[config.mk]
export PLATFORM = sky130hd
export DESIGN_NAME = it_seq
export DESIGN_NICKNAME = d
export VERILOG_FILES = /design/src/rtl/it_seq.sv
export SDC_FILE = /design/constraint.sdc
export NUM_CORES = 1
export LEC_CHECK = 0
export BUFFER_PORTS_ARGS = -buffer_cell sky130_fd_sc_hd__buf_2
export CORE_UTILIZATION = 45
export DETAILED_ROUTE_END_ITERATION = 16
export PLACE_DENSITY = 0.91
export SLEW_MARGIN = 20
export SYNTH_ARGS = -nofsm -noshare
export SYNTH_HDL_FRONTEND = slang
export SYNTH_SLANG_ARGS = --single-unit
[constraint.sdc]
create_clock -name clk -period 5.7 [get_ports clk]
set_clock_uncertainty 0.1 [all_clocks]
set_input_delay 1.425 -clock clk [delete_from_list [all_inputs] [get_ports clk]]
set_output_delay 1.425 -clock clk [all_outputs]
set_load 0.05 [all_outputs]
[src/rtl/it_seq.sv]
`timescale 1ns/1ps
module it_seq (
  input  logic       clk,
  input  logic       rst_n,
  input  logic       it_valid,
  input  logic [3:0] it_cond,
  input  logic [3:0] it_mask,
  input  logic       issue,
  input  logic       pc_write,
  input  logic [3:0] nzcv,
  input  logic       restore,
  input  logic [8:0] restore_state,
  output logic       active,
  output logic [3:0] slot_cond,
  output logic       exec_ok,
  output logic       fault,
  output logic [8:0] save_state
);

  logic [3:0] base;
  logic [4:0] q;
  logic       last, load_ok, bad_it, bad_br;

  function automatic logic cond_pass(input logic [3:0] cc, input logic [3:0] f);
    logic n, z, c, v, r;
    {n, z, c, v} = f;
    case (cc[3:1])
      3'd0: r = z;
      3'd1: r = c;
      3'd2: r = n;
      3'd3: r = v;
      3'd4: r = c & ~z;
      3'd5: r = (n == v);
      3'd6: r = ~z & (n == v);
      default: r = 1'b1;
    endcase
    return (cc[3:1] != 3'd7 && cc[0]) ? ~r : r;
  endfunction

  assign active     = |q[3:0];
  assign last       = (q[2:0] == 3'd0);
  assign slot_cond  = active ? {base[3:1], base[0] ^ q[4]} : 4'hE;
  assign exec_ok    = cond_pass(slot_cond, nzcv);
  assign load_ok    = it_valid & ~active & (|it_mask);
  assign bad_it     = it_valid & (active | ~(|it_mask));
  assign bad_br     = ~it_valid & issue & pc_write & active & ~last;
  assign fault      = bad_it | bad_br;
  assign save_state = {base, q};

  always_ff @(posedge clk) begin
    if (!rst_n) begin
      base <= '0;
      q    <= '0;
    end else if (restore) begin
      if (|restore_state[3:0]) begin
        base <= restore_state[8:5];
        q    <= restore_state[4:0];
      end else begin
        base <= '0;
        q    <= '0;
      end
    end else if (load_ok) begin
      base <= it_cond;
      q    <= {1'b0, it_mask};
    end else if (it_valid) begin
      base <= base;
      q    <= q;
    end else if (bad_br || (issue && active && last)) begin
      base <= '0;
      q    <= '0;
    end else if (issue && active) begin
      q    <= {q[3:0], 1'b0};
    end
  end

  a_r2_open_block: assert property (@(posedge clk) disable iff (!rst_n)
    (it_valid && !active && it_mask != 4'd0 && !restore) |=> (active && slot_cond == $past(it_cond)));

  a_r6_close_after_last: assert property (@(posedge clk) disable iff (!rst_n)
    (issue && !it_valid && !restore && active && save_state[2:0] == 3'd0) |=> !active);

  a_r9_nested_it_holds: assert property (@(posedge clk) disable iff (!rst_n)
    (it_valid && active && !restore) |=> $stable(save_state));

  a_r11_branch_abort: assert property (@(posedge clk) disable iff (!rst_n)
    (issue && pc_write && !it_valid && !restore && active && save_state[2:0] != 3'd0) |-> fault ##1 !active);

  a_r8_restore_word: assert property (@(posedge clk) disable iff (!rst_n)
    (restore && restore_state[3:0] != 4'd0) |=> save_state == $past(restore_state));

  a_r1_idle_outputs: assert property (@(posedge clk) disable iff (!rst_n)
    !active |-> (slot_cond == 4'hE && exec_ok));

endmodule

==> results.cfg <==
[drt]
viasPerCell = 5.904
dr.pass1.iters = 4
drc = 0
wl_um = 1981
routedWlPerCell_um = 13.57
num_vias = 862
ant_nets = 0
initialDrtViolationCount = 35

[grt]
grt_max_degree = 12
grt_pass1_vias = 789
grt_pass1_wl_um = 3305
overflow = 0
antenna_found_initial = 0
grt_usage = 0.2375

[sta]
relSlewSlack = 0.6662
tns_ns = 0
period_share = 0.7125
maxSlewViolCount = 0
setup_viol = 0
max_freq_mhz = 246.2
worst_pin_slew_ns = 0.4970
fin_crit_ns = 4.061
hold_viol = 0
rsz0062_at_grt = false
holdWs_ns = 0.4358

[synth]
ys_ff_latch = 9
synth_seq_area_share = 0.2531
synth_edf_count = 0
netlist_top_cells_area = dfxtp_1 (25%), a21oi_1 (5.6%), nor2b_1 (5.3%), mux2i_1 (4.2%), a22oi_1 (4.2%)
synthesis.area_um2 = 711.9
synth.distinct_cells = 33
synth_top_cell_by_area = dfxtp_1
synth_top_area_share = 0.2531
ys_warn_count = 0
synth-async-reset-ratio = 0
syn_nets = 114
synth_cells = 87
syn_avg_cell_area_um2 = 8.183
synth_flop_cell = dfxtp_1

[floorplan]
num_rows = 13
io-pin-count = 43
die_x_um = 41.78
initial_core_util = 0.5149
core-area_mm2 = 0.001383
fp.dieH_um = 41.78
dieArea_mm2 = 0.001745

[outcome]
outcome = finished clean

[setup_path]
r2r_slack_ns = 3.71
crit_path_max_fanout = 2
crit_arrival_ns = 2.54
worst_ep_required_time_ns = 4.18
crit_type = in2out
worstSetupStartpointType = primary input
critPathCaptureType = output pin

[clock_tree]
postCtsHoldBufs = 0
cts_buffers = 3
tritoncts = yes
cts_setup_buffers = 0
clock-sinks = 9
clkTransAtPathRegs_ns = 0.06
insertion_delay_ns = 0.26
htree_levels = 1
max-clock-path-buffers = 2
root_buffer = clkbuf_4
cts-resized-gates = 0

[power_and_ir_drop]
power_density_mw_per_mm2 = 304.0
p_total_mw = 0.2917
power_leakage_nw = 0.4606
max-vdd-ir-drop_v = 0.0001805

[placed_design]
dp_hpwl_um = 1582
place_area_um2 = 933.4
routabilityCongestion = 0.9057
portBuffers = 42

[final_layout]
nNetsFinal = 159
fillCellCount = 112
final_area_um2 = 959.7
diodes = 0
area_growth_pct = 34.80
drive_above_1_share = 0.4046
final_util = 0.6941

[run]
drv_cap = 0

[hold_path]
hp-class = reg2reg
[cell usage after synthesis (2+ instances only)]
master / n
nor2b_1: 6
or2b_1: 2
o21ai_0: 2
nand2_1: 6
nor2_1: 5
nor4_1: 2
a221o_1: 2
a21boi_1: 2
clkbuf_1: 2
a31oi_1: 3
mux2i_1: 3
a21oi_1: 8
inv_1: 4
o21ai_1: 4
and3_1: 2
a22oi_1: 4
dfxtp_1: 9
nand3_1: 3
xnor2_1: 3
nor3_1: 2
[final cells by class]
type,instances,area [um^2],area share
clock buffers,4,26.28,0.02738
multi-input cells,71,503.0,0.5241
inverters,5,21.27,0.02216
repair buffers,42,210.2,0.2190
flip-flops and latches,9,180.2,0.1877
well taps,15,18.77,0.01956
[layer usage]
| metal | vias to the layer above | track usage | share of wire | wire length [um] |
|---|---|---|---|---|
| li1 | 418 | - | - | - |
| met1 | 400 | 0.2756 | 0.41 | 806 |
| met4 | 0 | 0.07742 | 0.010 | 20 |
| met5 | - | 0 | 0 | 0 |
| met2 | 40 | 0.4500 | 0.53 | 1050 |
| met3 | 4 | 0.01739 | 0.052 | 103 |
[power by group]
group          switching, mW  internal [mW]  total, mW
logic                  0.112         0.0519      0.164
registers            0.00915         0.0694     0.0786
clock network         0.0223         0.0270     0.0493
[kinds of logic after synthesis]
logic type,synth area share
muxes,0.06326
buffers and inverters,0.04043
and+or+nand+nor,0.2847
xor gates and xnor gates,0.03691
AOI/OAI and AO/OA,0.3216
DFF,0.2531
[worst paths after layout]
| kind | end | cells after the start | startpoint |
|---|---|---|---|
| setup / recovery | exec_ok | 7 | nzcv[2] |
| hold / removal | base[3]$_SDFFE_PN0P_ | 2 | base[3]$_SDFFE_PN0P_ |
| setup reg to reg | q[3]$_SDFFE_PN0P_ | 6 | q[3]$_SDFFE_PN0P_ |
| hold reg to reg | base[3]$_SDFFE_PN0P_ | 2 | base[3]$_SDFFE_PN0P_ |
[through the flow]
stage	setup WS [ns]	instances
after detailed placement	1.644	142
after global routing	1.523	146
final	1.639	146
after global placement	1.681	142
after floorplan	1.379	87
after CTS	1.627	146
[critical path, stage by stage]
cell	delay [ns]
buf_2	0.09
nor3_1	0.05
o31a_1	0.30
a31oi_1	0.19
mux2i_1	0.11
a21oi_1	0.11
buf_2	0.27
[layout by cell type, fill, tap and decap left out, drive strengths merged]
cell type	count
nor2	6
a32o	1
nand3	3
nor2b	6
xnor2	3
mux2	1
dfxtp	9
or3	1
a211o	1
or2b	2
a31oi	3
nand2	6
o31a	1
inv	5
nand2b	1
a221o	3
a22oi	4
nor4	3
a21boi	2
nor3	2
and3	2
and3b	1
mux2i	3
a21oi	8
clkbuf	4
a221oi	2
buf	42
o21ai	6
[state kept, by name, summed over array words and instances (netlist names)]
register and cells:
q 5, base 4
Power figures use the tool's default switching activity.
